[config.mk]
export PLATFORM = sky130hd
export DESIGN_NAME = vid_cap_demux
export DESIGN_NICKNAME = d
export VERILOG_FILES = /design/src/rtl/vcd_pkg.sv /design/src/rtl/vcd_trs_decode.sv /design/src/rtl/vcd_sample_route.sv /design/src/rtl/vcd_plane_lane.sv /design/src/rtl/vid_cap_demux.sv
export SDC_FILE = /design/constraint.sdc
export NUM_CORES = 1
export LEC_CHECK = 0
export BUFFER_PORTS_ARGS = -buffer_cell sky130_fd_sc_hd__buf_2
export CORE_MARGIN = 2
export CORE_UTILIZATION = 45
export CTS_CLUSTER_DIAMETER = 150
export DETAILED_ROUTE_END_ITERATION = 10
export PLACE_DENSITY = 0.76
export SYNTH_ARGS = -nofsm -noshare
export SYNTH_HDL_FRONTEND = slang
export SYNTH_SLANG_ARGS = --single-unit
[constraint.sdc]
create_clock -name clk -period 2.9 [get_ports clk]
set_clock_uncertainty 0.1 [all_clocks]
set_input_delay 0.145 -clock clk [delete_from_list [all_inputs] [get_ports clk]]
set_output_delay 0.145 -clock clk [all_outputs]
set_load 0.02 [all_outputs]
[src/rtl/vcd_pkg.sv]
// Shared constants for the video capture demultiplexer.
// Assumes the byte order Cb, Y0, Cr, Y1 within each pixel pair.
package vcd_pkg;
    localparam logic [1:0] PH_CB = 2'd0;
    localparam logic [1:0] PH_Y0 = 2'd1;
    localparam logic [1:0] PH_CR = 2'd2;
    localparam logic [1:0] PH_Y1 = 2'd3;

    localparam int NPLANE = 3;
    localparam int PL_Y   = 0;
    localparam int PL_CB  = 1;
    localparam int PL_CR  = 2;
endpackage

[src/rtl/vcd_trs_decode.sv]
// Timing reference decoder and line tracker.
// Finds the FF 00 00 XY codes and opens a line on a start code whose
// blanking bit is clear. It latches the per-line configuration and tracks
// the byte phase and pixel pair count of the current line.
// Assumes the configured line length never exceeds the bytes sent, so the
// preamble of the end code falls beyond the cutoff.
module vcd_trs_decode
    import vcd_pkg::*;
#(
    parameter int LW = 12
) (
    input  logic          clk,
    input  logic          rst_n,
    input  logic [7:0]    pix_byte,
    input  logic          cfg_subsample,
    input  logic [LW-1:0] cfg_line_len,
    output logic          line_start,
    output logic          data_ok,
    output logic [1:0]    phase,
    output logic [LW-1:0] pair,
    output logic          sub_line
);
    logic [7:0]    hist1, hist2, hist3;
    logic          active;
    logic [LW-1:0] len_line;
    logic          trs_hit;
    logic [LW:0]   pix_idx;

    // Code detect: three previous bytes form the preamble, current byte is XY
    assign trs_hit    = (hist3 == 8'hFF) && (hist2 == 8'h00) && (hist1 == 8'h00) && pix_byte[7];
    assign line_start = trs_hit && !pix_byte[4] && !pix_byte[5];
    // Pixel index of the current byte's sample, used for the cutoff
    assign pix_idx    = {pair, (phase == PH_Y1)};
    assign data_ok    = active && !trs_hit && (pix_idx < {1'b0, len_line});

    // Byte history, line state and configuration latch
    always_ff @(posedge clk) begin
        if (!rst_n) begin
            hist1    <= '0;
            hist2    <= '0;
            hist3    <= '0;
            active   <= 1'b0;
            phase    <= PH_CB;
            pair     <= '0;
            sub_line <= 1'b0;
            len_line <= '0;
        end else begin
            hist1 <= pix_byte;
            hist2 <= hist1;
            hist3 <= hist2;
            if (trs_hit) begin
                if (pix_byte[4]) begin
                    active <= 1'b0;
                end else begin
                    active   <= !pix_byte[5];
                    phase    <= PH_CB;
                    pair     <= '0;
                    sub_line <= cfg_subsample;
                    len_line <= cfg_line_len;
                end
            end else if (active) begin
                phase <= phase + 2'd1;
                if (phase == PH_Y1 && pair != '1)
                    pair <= pair + 1'b1;
            end
        end
    end
endmodule

[src/rtl/vcd_sample_route.sv]
// Plane selector: decides which plane, if any, keeps the current byte.
// Full mode keeps every byte. Half-width mode keeps Y0 only, and keeps
// chroma only on even pixel pairs.
module vcd_sample_route
    import vcd_pkg::*;
#(
    parameter int LW = 12
) (
    input  logic              data_ok,
    input  logic [1:0]        phase,
    input  logic [LW-1:0]     pair,
    input  logic              sub_line,
    output logic [NPLANE-1:0] keep
);
    logic chroma_pair_ok;

    // Chroma survives unless half-width mode hits an odd pair
    assign chroma_pair_ok = !sub_line || !pair[0];

    // Per-plane keep decision
    always_comb begin
        keep        = '0;
        keep[PL_Y]  = data_ok && ((phase == PH_Y0) || (phase == PH_Y1 && !sub_line));
        keep[PL_CB] = data_ok && (phase == PH_CB) && chroma_pair_ok;
        keep[PL_CR] = data_ok && (phase == PH_CR) && chroma_pair_ok;
    end
endmodule

[src/rtl/vcd_plane_lane.sv]
// One output plane: registers the kept byte and its line-local address.
// The address counter clears at each line start; assumes line_start and
// keep are never high in the same cycle.
module vcd_plane_lane #(
    parameter int LW = 12
) (
    input  logic          clk,
    input  logic          rst_n,
    input  logic          line_start,
    input  logic          keep,
    input  logic [7:0]    din,
    output logic          valid,
    output logic [7:0]    data,
    output logic [LW-1:0] addr,
    output logic          first
);
    logic [LW-1:0] cnt;

    // Output register and per-line address counter
    always_ff @(posedge clk) begin
        if (!rst_n) begin
            valid <= 1'b0;
            data  <= '0;
            addr  <= '0;
            first <= 1'b0;
            cnt   <= '0;
        end else begin
            valid <= keep;
            if (keep) begin
                data  <= din;
                addr  <= cnt;
                first <= (cnt == '0);
                cnt   <= cnt + 1'b1;
            end
            if (line_start)
                cnt <= '0;
        end
    end
endmodule

[src/rtl/vid_cap_demux.sv]
// Top level: timing decode, plane routing and three output lanes.
// Output latency is one cycle from the byte on pix_byte to its strobe.
module vid_cap_demux
    import vcd_pkg::*;
#(
    parameter int MAX_PIX = 2048,
    localparam int LW     = $clog2(MAX_PIX + 1)
) (
    input  logic          clk,
    input  logic          rst_n,
    input  logic [7:0]    pix_byte,
    input  logic          cfg_subsample,
    input  logic [LW-1:0] cfg_line_len,
    output logic          y_valid,
    output logic [7:0]    y_data,
    output logic [LW-1:0] y_addr,
    output logic          y_first,
    output logic          cb_valid,
    output logic [7:0]    cb_data,
    output logic [LW-1:0] cb_addr,
    output logic          cb_first,
    output logic          cr_valid,
    output logic [7:0]    cr_data,
    output logic [LW-1:0] cr_addr,
    output logic          cr_first
);
    logic              line_start, data_ok, sub_line;
    logic [1:0]        phase;
    logic [LW-1:0]     pair;
    logic [NPLANE-1:0] keep;
    logic              vld [NPLANE];
    logic [7:0]        dat [NPLANE];
    logic [LW-1:0]     adr [NPLANE];
    logic              fst [NPLANE];

    vcd_trs_decode #(.LW(LW)) i_decode (
        .clk           (clk),
        .rst_n         (rst_n),
        .pix_byte      (pix_byte),
        .cfg_subsample (cfg_subsample),
        .cfg_line_len  (cfg_line_len),
        .line_start    (line_start),
        .data_ok       (data_ok),
        .phase         (phase),
        .pair          (pair),
        .sub_line      (sub_line)
    );

    vcd_sample_route #(.LW(LW)) i_route (
        .data_ok  (data_ok),
        .phase    (phase),
        .pair     (pair),
        .sub_line (sub_line),
        .keep     (keep)
    );

    for (genvar p = 0; p < NPLANE; p++) begin : g_lane
        vcd_plane_lane #(.LW(LW)) i_lane (
            .clk        (clk),
            .rst_n      (rst_n),
            .line_start (line_start),
            .keep       (keep[p]),
            .din        (pix_byte),
            .valid      (vld[p]),
            .data       (dat[p]),
            .addr       (adr[p]),
            .first      (fst[p])
        );
    end

    assign y_valid  = vld[PL_Y];
    assign y_data   = dat[PL_Y];
    assign y_addr   = adr[PL_Y];
    assign y_first  = fst[PL_Y];
    assign cb_valid = vld[PL_CB];
    assign cb_data  = dat[PL_CB];
    assign cb_addr  = adr[PL_CB];
    assign cb_first = fst[PL_CB];
    assign cr_valid = vld[PL_CR];
    assign cr_data  = dat[PL_CR];
    assign cr_addr  = adr[PL_CR];
    assign cr_first = fst[PL_CR];
endmodule

# After elaboration in Yosys (flattened, before gate mapping)
# Index checks and enable logic that the tools add are counted.
dict set report word_totals {
  register_bits 154
  latchBits 0
  ramBits 0
  romBits 0
  input_bits 23
  out_inout_bits 66
  word_cells 78
  memories 0
}
dict set report op_classes {
  add_sub_neg 5
  multipliers 0
  n_div 0
  n_lt_le_gt_ge 1
  n_eq_ne 6
  n_shift 0
  n_mux 8
  n_bitwise 2
  n_reduce_logical 33
}
# operator n
set op_table {}
lappend op_table {{$add A12 B1 Y12 const B} 4}
lappend op_table {{$mux W12} 4}
lappend op_table {{$logic_not A12 Y1} 3}
lappend op_table {{$logic_not A8 Y1} 2}
lappend op_table {{$logic_and A1 B1 Y1} 14}
lappend op_table {{$lt A13 B12 Y1} 1}
lappend op_table {{$ne A12 B12 Y1 const B} 1}
lappend op_table {{$eq A8 B8 Y1 const B} 1}
lappend op_table {{$mux W2} 3}
lappend op_table {{$logic_not A1 Y1} 5}
lappend op_table {{$eq A2 B2 Y1 const B} 2}
lappend op_table {{$reduce_and A2 Y1} 2}
lappend op_table {{$reduce_bool A2 Y1} 2}
lappend op_table {{$reduce_and A3 Y1} 1}
lappend op_table {{$add A2 B1 Y2 const B} 1}
lappend op_table {{$eq A2 B1 Y1 const B} 1}
lappend op_table {{$logic_not A2 Y1} 1}
lappend op_table {{$logic_or A1 B1 Y1} 2}
lappend op_table {{$ne A2 B2 Y1 const B} 1}
lappend op_table {{$not A1 Y1} 2}
lappend op_table {{$reduce_or A2 Y1} 1}
lappend op_table {{$mux W1} 1}

# Depth between registers and ports, before layout
dict set report logic_depth {
  depth_word 9
  ltp_mapped 10
  depth_no_buf 8
}

# Modules after synthesis
# A second synthesis with hierarchy kept.
dict set report hier_totals {
  cells_unflattened 671
  hier_area_um2 6592.6
}
# module instances cells_per_inst area_per_inst_um2 seq_area_each_um2
set modules_own_cells {}
lappend modules_own_cells {vcd_plane_lane 3 136 1398.8 680.7}
lappend modules_own_cells {vcd_trs_decode 1 257 2349.8 1041.0}
lappend modules_own_cells {vcd_sample_route 1 6 46.3 0.0}

# Worst setup path before layout
# Ideal clock, no wire load.
dict set report synth_path {
  path_type {register -> register}
  from {reg i_decode.len_line[11]}
  to {reg g_lane[0].i_lane.cnt[11]}
  setup_time_ns 0.070
  arrival_ns 2.376
  t_required_ns 2.730
  setup_slack_ns 0.354
  path_stages_with_launch 10
  n_path_buf 1
  period_less_slack_ns 2.546
  path_cell_list {dfxtp_1 > inv_1 > ha_1 > and4b_1 > a211o_1 > a221oi_4 > o211ai_4 > buf_6 > or4_1 > a21oi_1}
}
dict set report synth_via {
  elab_chain_len 3
}
# element line_no
set synth_rtl {}
lappend synth_rtl {{from (decl)} vcd_trs_decode.sv:25} ;# logic [LW-1:0] len_line;
lappend synth_rtl {{from (signal assigned)} vcd_trs_decode.sv:59} ;# len_line <= cfg_line_len;
lappend synth_rtl {{$lt A13 B12 Y1} vcd_trs_decode.sv:34} ;# assign data_ok = active && !trs_hit && (pix_idx < {1'b0, len_line});
lappend synth_rtl {{$logic_and A1 B1 Y1} vcd_trs_decode.sv:34}
lappend synth_rtl {{$logic_and A1 B1 Y1} vcd_sample_route.sv:23} ;# keep[PL_Y] = data_ok && ((phase == PH_Y0) || (phase == PH_Y1 && !sub_line));
lappend synth_rtl {{to (signal assigned)} vcd_plane_lane.sv:33} ;# cnt <= cnt + 1'b1;
lappend synth_rtl {{to (decl)} vcd_plane_lane.sv:17} ;# logic [LW-1:0] cnt;
# Every way passes these cells.
# A chain may end at the register's enable or synchronous reset.

# Final worst setup path
dict set report layout_path {
  from {reg i_decode.len_line[8]}
  to {reg g_lane[0].i_lane.cnt[9]}
}
# Same word-level chain as after synthesis.

==> metrics.cfg <==
[sta]
final_max_slew_viol_count = 0
finalSetupTns_ns = 0
finalCriticalPeriod_ns = 2.729
setup_violations = 0
worst_slew_pin_slew_ns = 0.5879
fmax_mhz = 366.5
relSlewSlack_pct = 60.54
hold_viol = 0
grt_setup_unrepaired = false
worst_slack_ns = 0.1714
finalCritPeriodShare_pct = 94.09

[pwr]
p_leak_nw = 3.154
p_sw_share_pct = 23.91
p_per_area_nw_per_um2 = 538.6
seqPwrFrac_pct = 49.1
internal-power_w = 0.003306
pwr-share-comb_pct = 2.6
irDropWorstVdd_v = 0.0003863
clkPwrFrac_pct = 48.2
switchingPower_w = 0.001039

[synthesis]
synth_area_leaders = dfxtp_1, nand2_1, nand4_1, ha_1, o21ai_0
synth_commonest_cells = dfxtp_1, nand2_1, nand4_1, o21ai_0, inv_1
ys.flop_type = dfxtp_1
synth.distinct_cells = 51
synth.largest_area_cell = dfxtp_1
yosysSeqAreaShare_pct = 46.47
yosysMostFrequentCell = dfxtp_1
synthArstFlopShare_pct = 0
synth_edf_count = 0
ys_ff_latch = 154
synth_fp_nets = 808
syn_inst = 763
netlist_area_um2 = 6634
avgSynthCellArea_um2 = 8.694
synth_top_cell_area_share_pct = 46.47
yosysWarnings = 0

[floorplan]
die_h_um = 125.4
core_area_um2 = 14480
num_rows = 44
die_w_um = 125.4
dieArea_um2 = 15730
initial_core_util_pct = 45.82
boundaryPins = 89

[clock_tree]
clk_path_buf_depth = 2
numCtsBuffers = 17
clk_pin_slew_ns = 0.07
cts_sinks = 154
htree_levels = 4
cts_setup_buffers = 0
clock_latency_ns = 0.42
cts-root-buf = clkbuf_16
tritoncts = yes

[status]
outcome = complete, no violations

[placement]
port_buffers = 88
hpwlAfterDp_um = 10460
gp_congestion = 0.8678
place_ws_ns = 0.1717

[setup_path]
regToRegSetupSlack_ns = 0.17
crit_slowest_cell = or4_1
worst_setup_path_end_kind = register
path_cells = inv_1 > ha_1 > a21o_1 > a211o_1 > a221oi_4 > o211ai_4 > buf_12 > or4_1 > a21oi_1
cpPeakStageDelay_ns = 0.52
crit_fanout = 40
cp-start-kind = register
path_class = reg -> reg
worstPathRequired_ns = 3.15
arrival_ns = 2.98

[layout]
diodes = 0
syn2layout_area_growth_pct = 21.61
nets = 908
layout-drive-gt1-share_pct = 17.47

[detailed_routing]
totalWireLength_um = 16210
via_count = 5803
via_per_inst = 5.475
drc_errors = 0
first_iter_violations = 383
drt_first_pass_iters = 5
ant_nets = 0
drt-wirelength-per-cell_um = 15.29

[job]
maxCapViolCount = 0

[grt]
grt_pass1_vias = 5424
grt_pass1_wl_um = 26680
grt_util_all_layers_pct = 20.54
gr-total-overflow = 0
antenna_found_initial = 0
grt_max_degree = 144

[hold_path]
hold_path.class = in -> reg

[power by group through the flow]
stage                     Combinational (W)  Clock [W]  Sequential, W
after floorplan                   0.0000558          0        0.00218
final                              0.000115    0.00210        0.00213
after global placement            0.0000904          0        0.00218
after detailed placement          0.0000917          0        0.00218
after CTS                          0.000113    0.00213        0.00213
after global routing               0.000126    0.00222        0.00213
[cell families after synthesis]
group,share of synthesized area [%]
compound gates,13.99
xor+xnor,1.188
fa+ha+maj,4.149
buf+inv,5.262
flops,46.47
mux,3.942
simple gates,24.99
[cell type report]
cell class	instances	area, um^2
repair buffers	128	843.3
well taps	184	230.2
flip-flops and latches	154	3083
inverters	35	131.4
clock inverters	15	133.9
multi-input cells	527	3221
fillers	1291	6411
clock buffers	17	425.4
[per-stage QoR]
stage                     cell area [um^2]  hold slack (ns)  power (W)  util (%)  std cells
final                                 8068          0.01620   0.004345     55.72       1060
after global routing                  8068          0.02411   0.004482     55.72       1060
after CTS                             8055          0.01668   0.004375     55.63       1060
after detailed placement              7296           0.3101   0.002273     50.39       1008
after global placement                7296           0.2994   0.002271     50.39       1008
after floorplan                       6634           0.1892   0.002235         -        763
[sequential cells by signal (all words and copies together) (netlist names), 8 cells and up]
name / flops
g_lane.i_lane.addr: 36
g_lane.i_lane.cnt: 36
g_lane.i_lane.data: 24
i_decode.len_line: 12
i_decode.pair: 12
i_decode.hist1: 8
i_decode.hist2: 8
i_decode.hist3: 8
[worst paths after layout]
check,from,to,depth (start not counted)
worst max-delay path,i_decode.len_line[8],g_lane[0].i_lane.cnt[9],9
worst min register to register,i_decode.hist2[3],i_decode.hist3[3],1
worst min-delay path,pix_byte[5],i_decode.hist1[5],3
worst max register to register,i_decode.len_line[8],g_lane[0].i_lane.cnt[9],9
[worst max-delay path, delay by kind of cell (launching register included)]
family                     cells  cell delay, ns
buffers and inverters          2            0.24
DFF                            1            0.33
and+or+nand+nor                1            0.52
AOI/OAI and AO/OA              5            1.17
adders and majority gates      1            0.30
[what timing repair did]
action	4_1_cts	5_1_grt
hold buffers	20	0
hold endpoints to repair	39	0
resized for setup	0	1
endpoints found under the setup margin	0	6
[placed cells by master, fill, tap and decap left out, types with 13 or more instances in the layout]
cell type / n
clkbuf_16: 17
and2_1: 20
or3_1: 15
inv_1: 35
nand2_1: 126
nor3_1: 13
a21boi_0: 16
o21ai_0: 55
nor2_1: 24
nand3_1: 21
o31ai_1: 17
a21oi_1: 28
dfxtp_1: 154
buf_4: 17
mux2i_1: 25
buf_2: 87
ha_1: 21
or4_1: 16
dlygate4sd3_1: 20
nand4_1: 55
[layer usage]
layer,GRT usage (%),share of wire (%),wire length (um)
met2,34.08,48,7803
met5,0,0,0
met4,6.144,1.5,248
met3,4.664,3.6,579
met1,26.84,47,7575
(Power assumes the default switching activity.)
